**config.mk**
```make
export PLATFORM = sky130hd
export DESIGN_NAME = mixlat_alu
export DESIGN_NICKNAME = d
export VERILOG_FILES = /design/src/rtl/mixlat_alu_pkg.sv /design/src/rtl/mixlat_alu_decode.sv /design/src/rtl/mixlat_alu_fast.sv /design/src/rtl/mixlat_alu_slow.sv /design/src/rtl/mixlat_alu.sv
export SDC_FILE = /design/constraint.sdc
export NUM_CORES = 1
export LEC_CHECK = 0
export BUFFER_PORTS_ARGS = -buffer_cell sky130_fd_sc_hd__buf_2
export CORE_UTILIZATION = 30
export CTS_BUF_LIST = sky130_fd_sc_hd__clkbuf_4 sky130_fd_sc_hd__clkbuf_8
export DETAILED_ROUTE_END_ITERATION = 8
export MAX_ROUTING_LAYER = met4
export PLACE_DENSITY = 0.51
export SLEW_MARGIN = 20
export SYNTH_ARGS = -nofsm -noshare
export SYNTH_HDL_FRONTEND = slang
export SYNTH_SLANG_ARGS = --single-unit
```
**constraint.sdc**
```tcl
create_clock -name clk -period 5.7 [get_ports clk]
set_clock_uncertainty 0.15 [all_clocks]
set_input_delay 0.285 -clock clk [delete_from_list [all_inputs] [get_ports clk]]
set_output_delay 0.285 -clock clk [all_outputs]
set_load 0.01 [all_outputs]
```
**src/rtl/mixlat_alu_pkg.sv**
```systemverilog
package mixlat_alu_pkg;

    typedef enum logic [3:0] {
        OP_LSR  = 4'b0000,
        OP_LSL  = 4'b0001,
        OP_MUL  = 4'b0010,
        OP_RSV3 = 4'b0011,
        OP_AND  = 4'b0100,
        OP_OR   = 4'b0101,
        OP_XOR  = 4'b0110,
        OP_RSV7 = 4'b0111,
        OP_INV  = 4'b1000,
        OP_LOAD = 4'b1001,
        OP_MOV  = 4'b1010,
        OP_SWAP = 4'b1011,
        OP_ADD  = 4'b1100,
        OP_RSVD = 4'b1101,
        OP_SUB  = 4'b1110,
        OP_CMP  = 4'b1111
    } alu_op_e;

    typedef enum logic [1:0] {
        CLS_FAST,
        CLS_SLOW,
        CLS_LOAD,
        CLS_BAD
    } op_class_e;

    typedef struct packed {
        logic z;
        logic c;
        logic n;
        logic v;
    } cc_t;

endpackage

```
**src/rtl/mixlat_alu_decode.sv**
```systemverilog
module mixlat_alu_decode
    import mixlat_alu_pkg::*;
#(
    parameter int unsigned DATA_W  = 16,
    parameter int unsigned IMM_W   = 8,
    parameter int unsigned INSTR_W = 18
) (
    input  logic [INSTR_W-1:0] instr,
    input  logic [DATA_W-1:0]  src_val,
    output logic               form_ok,
    output alu_op_e            op,
    output op_class_e          op_class,
    output logic [DATA_W-1:0]  operand
);
    localparam int unsigned PFX_HI = INSTR_W - 1;
    localparam int unsigned PFX_LO = INSTR_W - 2;
    localparam int unsigned OP_HI  = INSTR_W - 3;
    localparam int unsigned OP_LO  = INSTR_W - 6;

    logic unused_dst_field;
    assign unused_dst_field = ^instr[OP_LO-1:IMM_W];

    always_comb begin
        form_ok = (instr[PFX_LO] == 1'b0);
        op      = alu_op_e'(instr[OP_HI:OP_LO]);
        if (instr[PFX_HI]) begin
            operand = src_val;
        end else begin
            operand = {{(DATA_W-IMM_W){1'b0}}, instr[IMM_W-1:0]};
        end
        case (op)
            OP_LSR, OP_LSL, OP_MUL:    op_class = CLS_SLOW;
            OP_LOAD:                   op_class = CLS_LOAD;
            OP_RSV3, OP_RSV7, OP_RSVD: op_class = CLS_BAD;
            default:                   op_class = CLS_FAST;
        endcase
    end
endmodule

```
**src/rtl/mixlat_alu_fast.sv**
```systemverilog
module mixlat_alu_fast
    import mixlat_alu_pkg::*;
#(
    parameter int unsigned DATA_W = 16
) (
    input  alu_op_e           op,
    input  logic [DATA_W-1:0] a,
    input  logic [DATA_W-1:0] b,
    input  cc_t               cc_in,
    output logic [DATA_W-1:0] res,
    output logic              wr,
    output cc_t               cc_out
);
    localparam int unsigned MSB  = DATA_W - 1;
    localparam int unsigned HALF = DATA_W / 2;

    logic [DATA_W:0] sum_ext;
    logic [DATA_W:0] dif_ext;

    always_comb begin
        sum_ext = {1'b0, a} + {1'b0, b};
        dif_ext = {1'b0, a} + {1'b0, ~b} + {{DATA_W{1'b0}}, 1'b1};
        res     = '0;
        wr      = 1'b1;
        case (op)
            OP_AND:  res = a & b;
            OP_OR:   res = a | b;
            OP_XOR:  res = a ^ b;
            OP_INV:  res = ~b;
            OP_MOV:  res = b;
            OP_SWAP: res = {b[HALF-1:0], b[DATA_W-1:HALF]};
            OP_ADD:  res = sum_ext[DATA_W-1:0];
            OP_SUB:  res = dif_ext[DATA_W-1:0];
            OP_CMP: begin
                res = dif_ext[DATA_W-1:0];
                wr  = 1'b0;
            end
            default: wr = 1'b0;
        endcase

        cc_out.z = (res == '0);
        cc_out.n = res[MSB];
        cc_out.c = cc_in.c;
        cc_out.v = 1'b0;
        case (op)
            OP_ADD: begin
                cc_out.c = sum_ext[DATA_W];
                cc_out.v = (a[MSB] == b[MSB]) && (sum_ext[MSB] != a[MSB]);
            end
            OP_SUB, OP_CMP: begin
                cc_out.c = ~dif_ext[DATA_W];
                cc_out.v = (a[MSB] != b[MSB]) && (dif_ext[MSB] != a[MSB]);
            end
            OP_AND, OP_OR, OP_XOR, OP_INV, OP_MOV, OP_SWAP: ;
            default: cc_out = cc_in;
        endcase
    end
endmodule

```
**src/rtl/mixlat_alu_slow.sv**
```systemverilog
module mixlat_alu_slow
    import mixlat_alu_pkg::*;
#(
    parameter int unsigned DATA_W = 16
) (
    input  logic              clk,
    input  logic              rst_n,
    input  logic              start,
    input  alu_op_e           op,
    input  logic [DATA_W-1:0] a,
    input  logic [DATA_W-1:0] b,
    output logic [DATA_W-1:0] res
);
    localparam int unsigned SHW = $clog2(DATA_W);

    typedef struct packed {
        alu_op_e           op;
        logic [DATA_W-1:0] a;
        logic [DATA_W-1:0] b;
    } slow_st_t;

    slow_st_t st_d, st_q;

    always_comb begin
        st_d = st_q;
        if (start) begin
            st_d.op = op;
            st_d.a  = a;
            st_d.b  = b;
        end
        case (st_q.op)
            OP_LSR:  res = st_q.a >> st_q.b[SHW-1:0];
            OP_LSL:  res = st_q.a << st_q.b[SHW-1:0];
            default: res = st_q.a * st_q.b;
        endcase
    end

    always_ff @(posedge clk or negedge rst_n) begin
        if (!rst_n) begin
            st_q <= '{op: OP_LSR, a: '0, b: '0};
        end else begin
            st_q <= st_d;
        end
    end

    AST_START_IS_SLOW: assert property (@(posedge clk) disable iff (!rst_n)
        start |-> (op == OP_LSR || op == OP_LSL || op == OP_MUL));
endmodule

```
**src/rtl/mixlat_alu.sv**
```systemverilog
module mixlat_alu
    import mixlat_alu_pkg::*;
#(
    parameter int unsigned DATA_W  = 16,
    parameter int unsigned IMM_W   = 8,
    parameter int unsigned INSTR_W = 18
) (
    input  logic               clk,
    input  logic               rst_n,
    input  logic               issue,
    input  logic [INSTR_W-1:0] instr,
    input  logic [DATA_W-1:0]  dst_val,
    input  logic [DATA_W-1:0]  src_val,
    output logic               busy,
    output logic [DATA_W-1:0]  result,
    output logic               wr_en,
    output logic [3:0]         flags,
    output logic               mem_load,
    output logic               illegal_op
);
    localparam int unsigned MSB = DATA_W - 1;

    typedef struct packed {
        logic              busy;
        logic [DATA_W-1:0] res;
        logic              wr;
        cc_t               cc;
        logic              ld;
        logic              ill;
    } top_st_t;

    top_st_t st_d, st_q;

    logic              form_ok;
    alu_op_e           op;
    op_class_e         op_class;
    logic [DATA_W-1:0] operand;
    logic [DATA_W-1:0] fast_res;
    logic              fast_wr;
    cc_t               fast_cc;
    logic [DATA_W-1:0] slow_res;
    logic              accept;
    logic              slow_start;

    mixlat_alu_decode #(.DATA_W(DATA_W), .IMM_W(IMM_W), .INSTR_W(INSTR_W)) u_decode (
        .instr    (instr),
        .src_val  (src_val),
        .form_ok  (form_ok),
        .op       (op),
        .op_class (op_class),
        .operand  (operand)
    );

    mixlat_alu_fast #(.DATA_W(DATA_W)) u_fast (
        .op     (op),
        .a      (dst_val),
        .b      (operand),
        .cc_in  (st_q.cc),
        .res    (fast_res),
        .wr     (fast_wr),
        .cc_out (fast_cc)
    );

    mixlat_alu_slow #(.DATA_W(DATA_W)) u_slow (
        .clk   (clk),
        .rst_n (rst_n),
        .start (slow_start),
        .op    (op),
        .a     (dst_val),
        .b     (operand),
        .res   (slow_res)
    );

    assign accept     = issue && form_ok && !st_q.busy;
    assign slow_start = accept && (op_class == CLS_SLOW);

    always_comb begin
        st_d      = st_q;
        st_d.busy = 1'b0;
        st_d.wr   = 1'b0;
        st_d.ld   = 1'b0;
        st_d.ill  = 1'b0;
        if (st_q.busy) begin
            st_d.res  = slow_res;
            st_d.wr   = 1'b1;
            st_d.cc.z = (slow_res == '0);
            st_d.cc.n = slow_res[MSB];
            st_d.cc.v = 1'b0;
        end else if (accept) begin
            case (op_class)
                CLS_FAST: begin
                    if (fast_wr) begin
                        st_d.res = fast_res;
                    end
                    st_d.wr = fast_wr;
                    st_d.cc = fast_cc;
                end
                CLS_SLOW: st_d.busy = 1'b1;
                CLS_LOAD: st_d.ld   = 1'b1;
                default:  st_d.ill  = 1'b1;
            endcase
        end
    end

    always_ff @(posedge clk or negedge rst_n) begin
        if (!rst_n) begin
            st_q <= '0;
        end else begin
            st_q <= st_d;
        end
    end

    assign busy       = st_q.busy;
    assign result     = st_q.res;
    assign wr_en      = st_q.wr;
    assign flags      = st_q.cc;
    assign mem_load   = st_q.ld;
    assign illegal_op = st_q.ill;

    AST_BUSY_SINGLE: assert property (@(posedge clk) disable iff (!rst_n)
        busy |=> !busy);
    AST_BUSY_THEN_WRITE: assert property (@(posedge clk) disable iff (!rst_n)
        busy |=> wr_en);
    AST_BUSY_QUIET: assert property (@(posedge clk) disable iff (!rst_n)
        busy |-> !wr_en && !mem_load && !illegal_op);
    AST_ONE_EVENT: assert property (@(posedge clk) disable iff (!rst_n)
        $onehot0({wr_en, mem_load, illegal_op}));
    AST_LOAD_KEEPS_FLAGS: assert property (@(posedge clk) disable iff (!rst_n)
        mem_load |-> $stable(flags));
    AST_ILLEGAL_KEEPS_FLAGS: assert property (@(posedge clk) disable iff (!rst_n)
        illegal_op |-> $stable(flags));
endmodule

```
==> results of run 1 <==
[what timing repair did]
item / in CTS / in global routing
setup buffers: 5 / 2
hold endpoints to repair: 60 / 0
endpoints found under the setup margin: 3 / 5
gates resized for setup: 22 / 21
hold buffers: 1 / 0
pin swaps: 17 / 17
[kinds of logic after synthesis]
group,Yosys count,share of synthesized area
buffers and inverters,248,0.0904
AO/OA/AOI/OAI,307,0.190
adder cells (fa/ha/maj),179,0.260
multiplexers,60,0.0760
XOR/XNOR,54,0.0443
AND/OR/NAND/NOR,439,0.203
flip-flops,60,0.137
[path summary, 6_finish.rpt]
kind / to / depth (start not counted) / from / slack (ns)
worst max-delay path: flags[3] / 20 / u_slow.st_q[1] / 0.05
worst max register to register: flags[3] / 20 / u_slow.st_q[1] / 0.05
max in group asynchronous: u_slow.st_q[1] / 3 / rst_n / 4.33
min in group asynchronous: result[12] / 3 / rst_n / 0.48
worst min-delay path: u_slow.st_q[19] / 3 / dst_val[3] / 0.11
worst min register to register: u_slow.st_q[15] / 2 / u_slow.st_q[15] / 0.34
[layout make-up]
| cell class | count | area [sq um] | share of cell area |
|---|---|---|---|
| well taps | 461 | 577 | 0.0451 |
| inverters | 159 | 597 | 0.0467 |
| clock inverters | 4 | 72.6 | 0.00568 |
| clock buffers | 11 | 151 | 0.0118 |
| flip-flops and latches | 60 | 1520 | 0.119 |
| multi-input cells | 1039 | 8750 | 0.685 |
| repair buffers | 167 | 1110 | 0.0868 |
[metal layers]
metal	global-route usage	up-vias	share of wire
li1	-	4810	-
met1	0.309	5137	0.47
met2	0.341	302	0.46
met3	0.0136	52	0.049
met4	0.0412	0	0.018
met5	-	-	0
[metrics by stage]
| step | TNS [ns] | hold slack (ns) | instances | setup slack (ns) |
|---|---|---|---|---|
| 6_report | 0 | 0.109 | 1901 | 0.0494 |
| 5_1_grt | -0.122 | 0.0978 | 1901 | -0.105 |
| 4_1_cts | 0 | 0.0907 | 1899 | 0.0127 |
| 3_5_place_dp | -0.105 | 0.324 | 1878 | -0.0825 |
| 3_3_place_gp | -0.0496 | 0.319 | 1878 | -0.0496 |
| 2_1_floorplan | 0 | -0.161 | 1347 | 0.00132 |
[worst max-delay path, cell delays in order, from the launching register on]
cell and delay, ns:
dfrtp_2 0.46, buf_6 0.15, and2_4 0.13, fa_1 0.56, inv_2 0.05, fa_1 0.53, inv_1 0.05, fa_1 0.45
fa_1 0.50, inv_2 0.04, fa_1 0.47, fa_2 0.40, xor2_2 0.16, xnor2_1 0.17, xnor2_1 0.17, xnor2_1 0.16
xnor3_2 0.31, xnor2_2 0.21, o21ai_2 0.10, nand4b_1 0.26, o211ai_2 0.09
[power by group]
group / total (uW) / switching (uW) / internal [uW] / leakage (uW)
clock: 444 / 177 / 267 / 0.000111
combinational: 6130 / 3190 / 2940 / 0.00494
sequential: 657 / 135 / 522 / 0.000751
[cell usage in the layout, fill, tap and decap left out, types with 6 or more instances in the layout]
master / netlist / routed
nand2_1: 167 / 167
inv_1: 155 / 151
buf_4: 3 / 90
ha_1: 97 / 83
fa_1: 82 / 78
and2_1: 75 / 72
buf_2: 17 / 72
o21ai_0: 75 / 71
nor2_1: 69 / 69
a21oi_1: 57 / 53
dfrtp_1: 60 / 49
xnor2_1: 44 / 42
mux2i_1: 32 / 32
nor3_1: 24 / 22
a211oi_1: 20 / 19
mux4_2: 17 / 17
a22oi_1: 17 / 17
nand2b_1: 15 / 15
o221ai_1: 12 / 12
o211ai_1: 12 / 12
ha_4: 0 / 11
clkbuf_8: 0 / 11
dfrtp_2: 0 / 11
and3_1: 10 / 10
o22ai_1: 10 / 10
o21a_1: 9 / 9
nor2b_1: 9 / 9
o21bai_1: 9 / 9
nand3_1: 9 / 8
nor4_1: 8 / 8
mux2_2: 8 / 8
a31oi_1: 8 / 8
o31ai_1: 8 / 8
xor2_1: 9 / 8
or3_1: 7 / 7
a21o_1: 7 / 7
a221oi_1: 7 / 7
inv_2: 2 / 6
or2_2: 6 / 6
[state kept, by name, summed over array words and instances (netlist names)]
name         flops
u_slow.st_q     36
illegal_op       1
mem_load         1
wr_en            1
result          16
busy             1
flags            4
==> flow_metrics.env, run 1 <==
export IMPL_run_status="finished, final reports clean"
export IMPL_htreeDepth=3
export IMPL_critical_path_startpoint_type="flop"
export IMPL_insertedDiodeCount=0
export IMPL_drt_wl_total_um=39600
export IMPL_grt_start_max_net_pins=65
export IMPL_asyncSetResetFlopFracSynth=1.00
export IMPL_total_leakage_power_uw=0.00581
export IMPL_gp_congestion=0.959
export IMPL_post_route_min_period_ns=5.65
export IMPL_finalPower_uw=7230
export IMPL_antenna_violations_before_repair=0
export IMPL_synth_flop_cell="dfrtp_1"
export IMPL_fillers=3784
export IMPL_buffer_ports_inserted=72
export IMPL_cts_inserted_buffers=9
export IMPL_timing_final_setup_violations=0
export IMPL_row_count=69
export IMPL_hold_viol=0
export IMPL_min_path_type="primary input to flop"
export IMPL_netlist_cell_type_count=89
export IMPL_slew_headroom=0.356
export IMPL_worst_ir_drop_vdd_mv=0.502
export IMPL_via_density_per_instance=5.42
export IMPL_ys_top_cells_by_count="nand2_1 (167), inv_1 (155), ha_1 (97), fa_1 (82)"
export IMPL_drt_iter0_markers=885
export IMPL_timing_fmax_ghz=0.177
export IMPL_tightestPinTransition_ns=0.939
export IMPL_synth_top_cell_area_share=0.149
export IMPL_power_density_nw_per_um2=566
export IMPL_clkLatencyLatePin_ns=0.35
export IMPL_post_synth_top_count_cell="nand2_1"
export IMPL_finalCritPeriodShare=0.991
export IMPL_die_w_um=193
export IMPL_worstPathRequired_ns=5.82
export IMPL_grt_pass1_vias=10126
export IMPL_syn_cell_area_sq_um=11000
export IMPL_clock_tree_buffer_depth=2
export IMPL_via_count=10301
export IMPL_ioPinCount=77
export IMPL_number_of_instances_in_the_synthesized_netlist=1347
export IMPL_crit_type="flop to flop"
export IMPL_critPathArrivalTime_ns=5.77
export IMPL_area_of_the_die_sq_um=37400
export IMPL_area_growth_syn_to_layout_pct=16.3
export IMPL_layout_nets=1668
export IMPL_drt_pass1_iterations=5
export IMPL_cap_viol_max_count=0
export IMPL_route_detailed_drc=0
export IMPL_clk_root_buffer_cell="clkbuf_8"
export IMPL_detailedPlacementHpwl_um=31700
export IMPL_synth_ff_latch_count=60
export IMPL_grt_util_all_layers=0.217
export IMPL_grt_overflow=0
export IMPL_clock_sinks=60
export IMPL_initial_utilization=0.307
export IMPL_synth_seq_area_share=0.137
export IMPL_grt_setup_unrepaired="true"
export IMPL_floorplan_die_height_um=193
export IMPL_clk_pin_slew_worst_paths_ns=0.07
export IMPL_synthTopCellsByArea="fa_1 (15%), dfrtp_1 (14%), ha_1 (11%)"
export IMPL_final_antenna_net_count=0
export IMPL_netlist_top_cell_by_area="fa_1"
export IMPL_drive_gt1_frac=0.201
export IMPL_fin_area_sq_um=12800
export IMPL_routedWlPerCell_um=20.8
export IMPL_core_area_sq_um=35800
export IMPL_placed_area_sq_um=12300
export IMPL_postLayoutCoreUtil=0.357
export IMPL_critical_path_max_fanout=5
export IMPL_mappedNetlistNets=1579
export IMPL_first_pass_grt_wire_length_um=61300
export IMPL_timing_final_max_slew_violations=0
export IMPL_synthesis_area_per_instance_sq_um=8.16
export IMPL_tritoncts_clock_tree="built"
export IMPL_synth_edff_count=0
export IMPL_critPathCaptureType="flop"
export IMPL_ys_warnings_count=0
No activity file was read; power rests on OpenSTA's default activity.
==> inputs of run 2 (changes only) <==
Settings changed: PLACE_DENSITY 0.51 to default.
==> run 2 against run 1 <==
Compared with the run above: non-clock buffer count shrank 10; critical path depth grew 1; routed wire length shrank 4.8%; sequential power grew 1%; highest routed layer unchanged.
==> flow_metrics.env, run 2 (synthesis results as in run 1) <==
export IMPL_run_status="finished, final reports clean"
export IMPL_critPathCaptureType="flop"
export IMPL_critical_path_max_stage_delay_ns=0.53
export IMPL_row_count=69
export IMPL_cp_cell_sequence="buf_4 -> buf_4 -> and2_1 -> fa_1 -> ha_1 -> ha_1 -> fa_1 -> ha_1 -> inv_1 -> fa_1 -> inv_1 -> ha_1 -> o21ai_2 -> or2_4 -> a32o_2 -> a211o_1 -> and4b_1 -> nand4_1 -> nor4_2 -> nand4b_1 -> o211ai_2"
export IMPL_critical_path_startpoint="u_slow.st_q[1]"
export IMPL_drt_pass1_iterations=8
export IMPL_combinationalPowerShare=0.841
export IMPL_grt_setup_unrepaired="true"
export IMPL_tightestPinTransition_ns=1.05
export IMPL_grt_pass1_vias=10361
export IMPL_clock_sinks=60
export IMPL_area_growth_syn_to_layout_pct=15.3
export IMPL_grt_start_max_net_pins=61
export IMPL_crit_type="flop to flop"
export IMPL_post_route_min_period_ns=5.61
export IMPL_grt_overflow=0
export IMPL_drive_gt1_frac=0.192
export IMPL_regArea_sq_um=1520
export IMPL_power_frac_clock=0.063
export IMPL_timing_final_max_slew_violations=0
export IMPL_area_of_the_die_sq_um=37400
export IMPL_via_count=10352
export IMPL_die_w_um=193
export IMPL_via_density_per_instance=5.47
export IMPL_ioPinCount=77
export IMPL_clk_pin_slew_worst_paths_ns=0.07
export IMPL_drt_wl_total_um=37700
export IMPL_floorplan_die_height_um=193
export IMPL_finalCritPeriodShare=0.984
export IMPL_critical_path_endpoint="flags[3]"
export IMPL_clk_root_buffer_cell="clkbuf_8"
export IMPL_clock_tree_buffer_depth=2
export IMPL_final_antenna_net_count=0
export IMPL_worstPathRequired_ns=5.82
export IMPL_worst_path_buf_inv=4
export IMPL_buffer_ports_inserted=72
export IMPL_htreeDepth=3
export IMPL_place_ws_ns=-0.110
export IMPL_cap_viol_max_count=0
export IMPL_reg2reg_to="flags[3]"
export IMPL_timing_final_setup_violations=0
export IMPL_setup_total_negative_slack_ns=0
export IMPL_total_switching_power_uw=3360
export IMPL_worstSetupPathDepth=21
export IMPL_hold_viol=0
export IMPL_top_register="u_slow.st_q"
export IMPL_reg2reg_setup_slack_ns=0.09
export IMPL_worst_ir_drop_vdd_mv=0.477
export IMPL_drt_iter0_markers=921
export IMPL_gp_congestion=0.960
export IMPL_min_path_type="primary input to flop"
export IMPL_timing_final_ws_setup_ns=0.0914
export IMPL_layout_nets=1658
export IMPL_critPathSlowestCell="fa_1"
export IMPL_slew_headroom=0.300
export IMPL_largest_register_ff_count=36
export IMPL_clkLatencyLatePin_ns=0.34
export IMPL_timing_fmax_ghz=0.178
export IMPL_critical_path_max_fanout=6
export IMPL_initial_utilization=0.307
export IMPL_timing_reg2reg_worst_path_depth=21
export IMPL_pint_uw=3610
export IMPL_combined_area_of_the_multi_input_logic_cells_sq_um=8720
export IMPL_seq_power_share=0.095
export IMPL_first_pass_grt_wire_length_um=59500
export IMPL_antenna_violations_before_repair=3
export IMPL_critical_path_most_common_cell="ha_1"
export IMPL_route_detailed_drc=0
export IMPL_path_delay_family="adder cells"
export IMPL_power_density_nw_per_um2=550
export IMPL_fin_hold_ws_ns=0.122
export IMPL_final_common_cell="nand2_1"
export IMPL_postLayoutCoreUtil=0.354
export IMPL_grt_util_all_layers=0.208
export IMPL_critPathArrivalTime_ns=5.73
export IMPL_cts_inserted_buffers=9
export IMPL_tritoncts_clock_tree="built"
export IMPL_routedWlPerCell_um=19.9
export IMPL_core_area_sq_um=35800
export IMPL_critical_path_startpoint_type="flop"
export IMPL_worst_r2r_startpoint="u_slow.st_q[1]"
export IMPL_fillers=3728
export IMPL_total_leakage_power_uw=0.00575
export IMPL_detailedPlacementHpwl_um=29700
export IMPL_finalPower_uw=6970
export IMPL_mostFrequentLayoutCells="nand2_1 (166), inv_1 (153), ha_1 (86)"
export IMPL_share_of_total_power_consumed_by_net_switching=0.482
-- run 2: how the worst min path moves through the flow --
stage               startpoint              end  slack (ns)  cells past startpoint
2_1_floorplan            rst_n             busy       -0.16                      0
3_3_place_gp   u_slow.st_q[15]  u_slow.st_q[15]        0.32                      2
3_5_place_dp             rst_n        result[9]        0.34                      2
4_1_cts             dst_val[2]  u_slow.st_q[18]        0.10                      3
5_1_grt             dst_val[3]  u_slow.st_q[19]        0.15                      3
6_report            dst_val[2]  u_slow.st_q[18]        0.12                      3
-- run 2: tightest hold or removal path: stages --
cell and delay [ns]:
buf_2 0.13, inv_1 0.08, o21ai_0 0.08
-- run 2: layout make-up --
cell class	instances	area share
diodes	2	0.000395
clock buffers	11	0.0119
clock inverters	4	0.00573
inverters	159	0.0471
multi-input cells	1039	0.688
flip-flops and latches	60	0.120
well taps	461	0.0455
repair buffers	157	0.0814
-- run 2: through the flow --
step | instance area, sq um | cells
finish | 12700 | 1893
global route | 12700 | 1893
CTS | 12400 | 1879
detailed placement | 12200 | 1863
global placement | 12200 | 1863
floorplan | 11100 | 1347
-- run 2: power groups by stage --
stage	registers [uW]	clock network, uW	logic [uW]
2_1_floorplan	606	0	3600
3_3_place_gp	669	0	5230
4_1_cts	667	449	5330
5_1_grt	673	464	6520
6_report	665	441	5860
3_5_place_dp	672	0	5280
-- run 2: per-layer routing --
metal	share of wire	global-route usage	up-vias
li1	-	-	4788
met1	0.45	0.278	5122
met2	0.46	0.331	377
met3	0.058	0.0199	65
met4	0.028	0.0655	0
met5	0	-	-
-- run 2: repair_timing --
action                                  CTS  global route
buffers inserted                          0            12
endpoints found under the setup margin    3             6
hold buffers                              1             0
resized for setup                        10            36
pin swaps                                 0            21
endpoints found under the hold margin    58             0
cloned                                    0             0
==> inputs of run 3 (changes only) <==
Settings changed: CORE_UTILIZATION 30 to 55, PLACE_DENSITY from default to 0.77, TNS_END_PERCENT from default to 30.
Clock period 5.7 ns to 5.1 ns, I/O delays scaled along.
==> run 3 against run 2 <==
Compared with the run above: the run now ends with setup timing left; via count is 4.3% higher; cell area is 0.29% higher; register-to-register slack worse by 0.56 ns; largest power group unchanged; highest routed layer unchanged.
==> flow_metrics.env, run 3 (synthesis results as in run 1) <==
export IMPL_area_of_the_die_sq_um=20500
export IMPL_tightestPinTransition_ns=1.10
export IMPL_clock_tree_buffer_depth=2
export IMPL_worstPathRequired_ns=5.23
export IMPL_critical_path_most_common_cell="fa_1"
export IMPL_run_status="finished with violations"
export IMPL_area_growth_syn_to_layout_pct=15.7
export IMPL_wirelength_met1_um=14900
export IMPL_place_inst=1695
export IMPL_floorplan_die_height_um=143
export IMPL_grt_start_max_net_pins=61
export IMPL_grt_pass1_vias=10548
export IMPL_min_path_type="primary input to flop"
export IMPL_cap_viol_max_count=0
export IMPL_critPathArrivalTime_ns=5.70
export IMPL_htreeDepth=3
export IMPL_initial_utilization=0.563
export IMPL_timing_fmax_ghz=0.180
export IMPL_drive_gt1_frac=0.223
export IMPL_power_frac_clock=0.065
export IMPL_detailed_routed_wire_length_on_met2_um=17200
export IMPL_drt_pass1_iterations=5
export IMPL_route_detailed_drc=0
export IMPL_reg2reg_setup_slack_ns=-0.47
export IMPL_grt_setup_unrepaired="true"
export IMPL_top_register="u_slow.st_q"
export IMPL_largest_register_ff_count=36
export IMPL_final_antenna_net_count=0
export IMPL_core_area_sq_um=19500
export IMPL_crit_type="flop to flop"
export IMPL_cts_inserted_buffers=9
export IMPL_reg2reg_to="flags[3]"
export IMPL_antenna_violations_before_repair=0
export IMPL_pint_uw=4190
export IMPL_critical_path_endpoint="flags[3]"
export IMPL_critical_path_max_fanout=4
export IMPL_final_cell_count_no_fill=1724
export IMPL_cp_cell_sequence="buf_6 -> buf_4 -> nand2_2 -> fa_1 -> fa_1 -> inv_1 -> ha_1 -> fa_1 -> ha_1 -> inv_1 -> fa_1 -> inv_1 -> ha_4 -> o21ai_2 -> or2_2 -> a32o_1 -> a211o_1 -> and4b_1 -> nand4_1 -> nor4_2 -> nand4b_1 -> o211ai_2"
export IMPL_gp_congestion=1.05
export IMPL_timing_final_max_slew_violations=0
export IMPL_failed_checks="setup timing"
export IMPL_critPathSlowestCell="fa_1"
export IMPL_grt_util_all_layers=0.379
export IMPL_path_delay_family="adder cells"
export IMPL_ioPinCount=77
export IMPL_drt_wl_total_um=36700
export IMPL_critical_path_max_stage_delay_ns=0.53
export IMPL_power_density_nw_per_um2=645
export IMPL_clkLatencyLatePin_ns=0.36
export IMPL_slew_headroom=0.268
export IMPL_share_of_total_power_consumed_by_net_switching=0.488
export IMPL_timing_final_setup_violations=9
export IMPL_worst_ir_drop_vdd_mv=0.664
export IMPL_buffer_ports_inserted=72
export IMPL_route_top_layer_used="met4"
export IMPL_mostFrequentLayoutCells="nand2_1 (165), inv_1 (148), buf_4 (105)"
export IMPL_postLayoutCoreUtil=0.651
export IMPL_fillers=1662
export IMPL_total_leakage_power_uw=0.00591
export IMPL_hold_viol=0
export IMPL_layout_nets=1687
export IMPL_routedWlPerCell_um=21.3
export IMPL_worstSetupPathDepth=22
export IMPL_finalPower_uw=8190
export IMPL_worst_r2r_startpoint="u_slow.st_q[21]"
export IMPL_via_count=10801
export IMPL_final_common_cell="nand2_1"
export IMPL_via_density_per_instance=6.27
export IMPL_finalCritPeriodShare=1.09
export IMPL_clk_pin_slew_worst_paths_ns=0.07
export IMPL_worst_path_buf_inv=5
export IMPL_met3_wire_len_um=3160
export IMPL_row_count=51
export IMPL_critical_path_startpoint="u_slow.st_q[21]"
export IMPL_total_switching_power_uw=4000
export IMPL_post_route_min_period_ns=5.57
export IMPL_timing_final_ws_setup_ns=-0.468
export IMPL_timing_reg2reg_worst_path_depth=22
export IMPL_grt_overflow=0
export IMPL_setup_total_negative_slack_ns=-2.36
export IMPL_first_pass_grt_wire_length_um=57300
export IMPL_insertedDiodeCount=0
export IMPL_detailedPlacementHpwl_um=28600
export IMPL_combinationalPowerShare=0.848
export IMPL_drt_iter0_markers=1309
export IMPL_clk_root_buffer_cell="clkbuf_8"
export IMPL_die_w_um=143
export IMPL_seq_power_share=0.087
export IMPL_critical_path_startpoint_type="flop"
export IMPL_clock_sinks=60
export IMPL_critPathCaptureType="flop"
export IMPL_tritoncts_clock_tree="built"
run 3: cell types whose count changed in the layout (fill, tap and decap cells not counted), moves of 3 or more:
cell    before  now
buf_6        2    5
and2_4       4    8
inv_2        4    9
buf_4       77  105
and2_1      71   67
inv_1      153  148
run 3: worst min path at each step:
stage	from	to	slack, ns	depth (start not counted)
2_1_floorplan	rst_n	busy	-0.19	0
3_3_place_gp	rst_n	result[12]	0.30	2
3_5_place_dp	rst_n	result[0]	0.30	2
4_1_cts	dst_val[13]	u_slow.st_q[29]	0.1	3
5_1_grt	dst_val[14]	u_slow.st_q[30]	0.11	3
6_report	dst_val[13]	u_slow.st_q[29]	0.11	3
run 3: power by group through the flow:
stage | clock (uW) | combinational (uW) | sequential, uW
CTS | 533 | 6760 | 703
floorplan | 0 | 4070 | 677
global placement | 0 | 5980 | 711
global route | 549 | 7560 | 721
detailed placement | 0 | 6150 | 716
finish | 535 | 6950 | 712
run 3: area by class of cell:
| type | instances | area (sq um) | area share |
|---|---|---|---|
| clock buffers | 10 | 138 | 0.0108 |
| multi-input cells | 1039 | 8780 | 0.691 |
| repair buffers | 186 | 1240 | 0.0980 |
| flip-flops and latches | 60 | 1520 | 0.120 |
| clock inverters | 5 | 100 | 0.00788 |
| inverters | 159 | 597 | 0.0470 |
| well taps | 265 | 332 | 0.0261 |
run 3: metal layers:
metal	GRT usage	vias up
met5	-	-
met4	0.141	0
met3	0.0447	101
met2	0.602	644
met1	0.498	5201
li1	-	4855
run 3: worst reg2reg max path, cell delays in order (launching register included):
cell and delay (ns):
dfrtp_2 0.43, buf_6 0.13, buf_4 0.14, nand2_2 0.05, fa_1 0.42, fa_1 0.53, inv_1 0.05, ha_1 0.20
fa_1 0.44, ha_1 0.29, inv_1 0.05, fa_1 0.48, inv_1 0.07, ha_4 0.27, o21ai_2 0.07, or2_2 0.28
a32o_1 0.27, a211o_1 0.27, and4b_1 0.27, nand4_1 0.12, nor4_2 0.28, nand4b_1 0.16, o211ai_2 0.09
run 3: repair_timing:
item / in CTS / in global routing
hold buffers: 1 / 0
endpoints found under the setup margin: 11 / 11
endpoints found under the hold margin: 60 / 0
gates cloned: 0 / 0
pin swaps: 29 / 25
gates resized for setup: 33 / 26
setup buffers: 9 / 4
run 3: through the flow:
step                instance area [sq um]  worst slack [ns]  hold WS [ns]
finish                              12700            -0.468         0.109
detailed placement                  12100            -0.611         0.305
global route                        12700            -0.634         0.110
CTS                                 12600            -0.418        0.0979
global placement                    12100            -0.484         0.302
floorplan                           11200            -0.539        -0.191
